===== src/rtl/fault_alert_pkg.sv =====
package fault_alert_pkg;
    typedef enum logic [1:0] {
        SUM_IDLE   = 2'd0,
        SUM_ACTIVE = 2'd1,
        SUM_HELD   = 2'd2
    } sum_state_t;

    localparam logic [1:0] ADDR_FAULT  = 2'd0;
    localparam logic [1:0] ADDR_ALERT  = 2'd1;
    localparam logic [1:0] ADDR_STATUS = 2'd2;
endpackage


===== src/rtl/sticky_flags.sv =====
module sticky_flags #(
    parameter int W = 8
) (
    input  logic         clk,
    input  logic         rst_n,
    input  logic [W-1:0] set_i,
    input  logic         clr_i,
    input  logic [W-1:0] mask_i,
    output logic [W-1:0] flags_o,
    output logic [W-1:0] next_o
);
    logic [W-1:0] clr_vec;

    always_comb begin
        clr_vec = clr_i ? mask_i : '0;
        // set has priority over clear in the same cycle
        next_o  = (flags_o & ~clr_vec) | set_i;
    end

    always_ff @(posedge clk) begin
        if (!rst_n) flags_o <= '0;
        else        flags_o <= next_o;
    end
endmodule


===== src/rtl/summary_fsm.sv =====
module summary_fsm
    import fault_alert_pkg::*;
(
    input  logic clk,
    input  logic rst_n,
    input  logic any_next_i,
    input  logic clr_i,
    output logic latched_o
);
    sum_state_t state, state_nx;

    always_comb begin
        state_nx = state;
        unique case (state)
            SUM_IDLE:   state_nx = any_next_i ? SUM_ACTIVE : SUM_IDLE;
            SUM_ACTIVE: state_nx = any_next_i ? SUM_ACTIVE : SUM_HELD;
            SUM_HELD: begin
                if (any_next_i) state_nx = SUM_ACTIVE;
                else if (clr_i) state_nx = SUM_IDLE;
                else            state_nx = SUM_HELD;
            end
            default:    state_nx = SUM_IDLE;
        endcase
    end

    always_ff @(posedge clk) begin
        if (!rst_n) state <= SUM_IDLE;
        else        state <= state_nx;
    end

    always_comb begin
        latched_o = (state != SUM_IDLE);
    end
endmodule


===== src/rtl/fault_alert_latch.sv =====
module fault_alert_latch
    import fault_alert_pkg::*;
#(
    parameter int NUM_CELLS  = 6,
    parameter int NUM_ALERTS = 4,
    parameter int DATA_W     = 16
) (
    input  logic                  clk,
    input  logic                  rst_n,
    input  logic [NUM_CELLS-1:0]  ov_cond,
    input  logic [NUM_CELLS-1:0]  uv_cond,
    input  logic [1:0]            ot_cond,
    input  logic [NUM_ALERTS-1:0] alert_cond,
    input  logic                  wr_en,
    input  logic [1:0]            wr_addr,
    input  logic [DATA_W-1:0]     wr_data,
    input  logic [1:0]            rd_addr,
    output logic [DATA_W-1:0]     rd_data,
    output logic                  fault_pin,
    output logic                  alert_pin
);
    localparam int FW = 2 * NUM_CELLS + 2;
    localparam int AW = NUM_ALERTS;

    logic [FW-1:0] fault_in, fault_flags, fault_next;
    logic [AW-1:0] alert_flags, alert_next;
    logic          clr_fault, clr_alert, clr_fsum, clr_asum;

    assign fault_in  = {ot_cond, uv_cond, ov_cond};
    assign clr_fault = wr_en && (wr_addr == ADDR_FAULT);
    assign clr_alert = wr_en && (wr_addr == ADDR_ALERT);
    assign clr_fsum  = wr_en && (wr_addr == ADDR_STATUS) && wr_data[0];
    assign clr_asum  = wr_en && (wr_addr == ADDR_STATUS) && wr_data[1];

    sticky_flags #(.W(FW)) u_fault_flags (
        .clk(clk), .rst_n(rst_n), .set_i(fault_in), .clr_i(clr_fault),
        .mask_i(wr_data[FW-1:0]), .flags_o(fault_flags), .next_o(fault_next)
    );

    sticky_flags #(.W(AW)) u_alert_flags (
        .clk(clk), .rst_n(rst_n), .set_i(alert_cond), .clr_i(clr_alert),
        .mask_i(wr_data[AW-1:0]), .flags_o(alert_flags), .next_o(alert_next)
    );

    summary_fsm u_fault_sum (
        .clk(clk), .rst_n(rst_n), .any_next_i(|fault_next),
        .clr_i(clr_fsum), .latched_o(fault_pin)
    );

    summary_fsm u_alert_sum (
        .clk(clk), .rst_n(rst_n), .any_next_i(|alert_next),
        .clr_i(clr_asum), .latched_o(alert_pin)
    );

    always_comb begin
        rd_data = '0;
        unique case (rd_addr)
            ADDR_FAULT:  rd_data[FW-1:0] = fault_flags;
            ADDR_ALERT:  rd_data[AW-1:0] = alert_flags;
            ADDR_STATUS: rd_data[1:0]    = {alert_pin, fault_pin};
            default:     rd_data         = '0;
        endcase
    end
endmodule


===== config.mk =====
export PLATFORM = sky130hd
export DESIGN_NAME = fault_alert_latch
export DESIGN_NICKNAME = d
export VERILOG_FILES = /design/src/rtl/fault_alert_pkg.sv /design/src/rtl/sticky_flags.sv /design/src/rtl/summary_fsm.sv /design/src/rtl/fault_alert_latch.sv
export SDC_FILE = /design/constraint.sdc
export NUM_CORES = 1
export LEC_CHECK = 0
export BUFFER_PORTS_ARGS = -buffer_cell sky130_fd_sc_hd__clkbuf_2
export CAP_MARGIN = 20
export CORE_ASPECT_RATIO = 0.6
export CORE_MARGIN = 1
export CORE_UTILIZATION = 44
export DETAILED_ROUTE_END_ITERATION = 16
export PLACE_DENSITY = 0.78
export RECOVER_POWER = 100
export REMOVE_ABC_BUFFERS = 1
export SLEW_MARGIN = 20
export SYNTH_ARGS = -nofsm -noshare
export SYNTH_HDL_FRONTEND = slang
export SYNTH_SLANG_ARGS = --single-unit

===== constraint.sdc =====
create_clock -name clk -period 1.7 [get_ports clk]
set_clock_uncertainty 0.05 [all_clocks]
set_input_delay 0.17 -clock clk [delete_from_list [all_inputs] [get_ports clk]]
set_output_delay 0.17 -clock clk [all_outputs]
set_load 0.005 [all_outputs]

==> results by group <==
Clock network
  – # hold bufs at CTS: 0
  – Clk root buf: clkbuf_8
  – Clk slew on worst S/H paths: roughly 0.080 ns
  – Clock Path Buffers: 2
  – Clock latency on the worst-skew pair: about 0.26 ns
  – CTS sink count: 22
  – H-tree lvl count: 1
  – CTS tree: built
  – Post-CTS Setup Bufs: 0
  – Cts bufs inserted: 3

Worst hold path
  – Hold EP: u_alert_flags.flags_o[1]
  – WHS Path Cells: 3
  – HP Start: alert_cond[1]
  – Min-Delay Path Class: in2reg

Power
  – Max VDD drop: 0.0004319 V
  – Switching Share: between 20% and 30%
  – Tot Pwr: 1.098 mW
  – Leakage: 0.6831 nW
  – Cell Int Power: between 0.8 and 0.9 mW
  – Sequential group share of total power: between 50% and 60%
  – Logic pwr share: a little under a fifth
  – P per Cell Area: between 700 and 800 nW/um^2
  – Switching Power: 0.2798 mW
  – Power share of the clock group: between 20% and 30%

Run
  – Max-cap violations: 0

Drt
  – First-pass iteration count of the detailed router: 4
  – Met2 wire length: 1.333 mm
  – DR WL met3: around 140 um
  – DRC: 0
  – Vias per cell: slightly above 5
  – Detail Route Antenna Nets: 0
  – Via Count: approximately 1100
  – Metal-1 WL: between 1 and 1.5 mm
  – DR top layer: met4
  – Initial drt markers: 44
  – DR WL/cell: around 13 um
  – Routed wire length: 2.795 mm

Floorplanning
  – Initial Utilization: 49.15%
  – Core Footprint: 2293 um^2
  – Die X: 67.35 um
  – Die H: a little over 40 um
  – I/O pin count: slightly below 60
  – Row count: 13
  – Die area: 2775 um^2

Synth
  – Largest family of logic cells by synthesized area: simple AND/OR/NAND/NOR gates
  – Mapped Avg Cell Area: between 8 and 9 um^2
  – Mux contribution to synthesized area: ~4.4%
  – Number of synthesized register bits: 22
  – Post-synthesis cell type count: 29
  – Synth Area in Simple Gates: 38.40%
  – Warnings, synthesis: 0
  – Post-Synthesis Cells: 128
  – Synth Area in Compound Gates: a little over an eighth
  – Post-synthesis cell area: between 1000 and 1500 um^2
  – Synth Area in Adders: 0%
  – Xor and xnor area share after synthesis: 0%
  – Sequential area share after synthesis: 39.07%

Timing
  – F_max: approximately 680 MHz
  – Slew Viols, Final: 0
  – Tmin final: 1.463 ns
  – RSZ-0062 raised after global routing: no
  – Setup_tns: 0 ns
  – Final hold vios: 0
  – Setup violators final: 0
  – Final Cycle Share: between 80% and 90%
  – Fin Hold WS: between 0.1 and 0.15 ns

Place
  – Port buffer count: 54
  – Dpl cells: roughly 210
  – Gp weighted congestion: 0.7957
  – HPWL Detailed: 2.249 mm

Global route
  – GRT overflow: 0
  – Wire length of the first global-routing pass: 4.084 mm
  – Vias in the first global route: 915
  – Largest net degree at the start of global routing: 23
  – Antenna violations before repair: 0
  – GRT Resource Usage Total: between 20% and 30%

Cells and area
  – Synth-to-Final Area Change: 31.19%
  – Share of cells above drive strength 1: between 30% and 40%
  – Diodes inserted: 0
  – Layout Cells excl Fill: approximately 220
  – Most frequent cells in the layout: clkbuf_2, dfxtp_1, o22ai_1, nand2b_1, nor2b_1
  – Most common cell after layout, fill and taps aside: clkbuf_2
  – Post-layout nets: 230

Worst setup path
  – Critical Path RT: 1.83 ns
  – R2R Path End: u_fault_sum.state[1]
  – Crit end category: flip-flop
  – Crit-path max FO: 5
  – Cell depth of the worst flop-to-flop path: 4
  – WP data arrival: between 1.5 and 2 ns
  – R2R setup slack: 0.48 ns
  – Reg-to-Reg Start: u_fault_flags.flags_o[11]
  – Worst Setup Start Kind: input port
  – Kind of critical path: in2reg

Outcome
  – Status: finished clean
[per-stage QoR]
stage	area [um^2]	worst slack [ns]	util [%]
floorplan	1094	0.1652	-
global placement	1454	-0.09079	63.39
detailed placement	1454	-0.1311	63.39
CTS	1495	0.1593	65.19
global route	1479	0.02915	64.48
finish	1479	0.2372	64.48
[area by class of cell]
cell class	instances	area, um^2
clock buffer	3	41.29
inverter	3	11.26
fill	220	814.5
timing repair buffer	61	310.3
tap	30	37.54
sequential	22	440.4
multi-input combinational	98	638.1
[what timing repair did]
action / CTS / global route
hold endpoints to repair: 0 / 0
setup endpoints to repair: 0 / 1
resized for setup: 0 / 1
[routing by layer]
metal / vias to the layer above / GRT usage, %
met4: 0 / 6.383
li1: 568 / -
met2: 33 / 37.00
met5: - / 0
met3: 2 / 6.667
met1: 514 / 25.81
[cells by family after synthesis]
kind of cell	Yosys count
buffers and inverters	9
AND/OR/NAND/NOR	67
flip-flops	22
AO/OA/AOI/OAI	24
other	1
multiplexers	5
[worst max-delay path, stage by stage]
cell and delay [ns]:
clkbuf_2 0.12, buf_4 0.13, or4bb_1 0.40, a21oi_1 0.21, nand4_1 0.14, nor2_1 0.16, nor4bb_1 0.27
[Yosys cell counts]
library cell | number | area (um^2)
inv_1 | 3 | 11.26
nand4_1 | 3 | 18.77
buf_4 | 2 | 15.01
nor2b_1 | 12 | 75.07
o22ai_1 | 12 | 75.07
clkbuf_1 | 3 | 11.26
nand2_1 | 5 | 18.77
and2b_1 | 7 | 52.55
dfxtp_1 | 22 | 440.4
a41oi_1 | 1 | 8.760
and2_1 | 10 | 62.56
nand4b_1 | 2 | 17.52
a311oi_1 | 1 | 8.760
nand2b_1 | 12 | 75.07
a21oi_1 | 8 | 40.04
or3b_1 | 1 | 8.760
and4_1 | 1 | 8.760
o22ai_2 | 1 | 12.51
conb_1 | 1 | 3.750
nand3_1 | 1 | 5.000
buf_6 | 1 | 11.26
nor4bb_1 | 1 | 10.01
and3b_2 | 1 | 10.01
nor2_1 | 6 | 22.52
a31oi_1 | 1 | 6.260
mux2i_1 | 5 | 50.05
nor3b_1 | 1 | 7.510
or4bb_1 | 3 | 33.78
and3_1 | 1 | 6.260
[how the worst max path moves through the flow]
stage	depth (start not counted)	to	start	slack, ns
after floorplan	5	u_fault_sum.state[1]	wr_addr[0]	0.17
after CTS	6	u_fault_sum.state[1]	wr_addr[0]	0.16
final	7	u_fault_sum.state[1]	wr_en	0.24
after detailed placement	6	u_fault_sum.state[1]	wr_addr[0]	-0.13
after global placement	6	u_fault_sum.state[1]	wr_addr[0]	-0.09
after global routing	7	u_fault_sum.state[1]	wr_en	0.03
[power groups by stage]
stage / combinational, mW / sequential, mW / clock, mW
after detailed placement: 0.207 / 0.580 / 0
after CTS: 0.209 / 0.568 / 0.334
after global placement: 0.201 / 0.578 / 0
after global routing: 0.226 / 0.572 / 0.350
final: 0.204 / 0.568 / 0.326
after floorplan: 0.0991 / 0.574 / 0
[registers in the layout, indices dropped and copies added, names as in the netlist]
| name | flops |
|---|---|
| u_alert_flags.flags_o | 4 |
| u_alert_sum.state | 2 |
| u_fault_flags.flags_o | 14 |
| u_fault_sum.state | 2 |
Power figures use the tool's default switching activity.
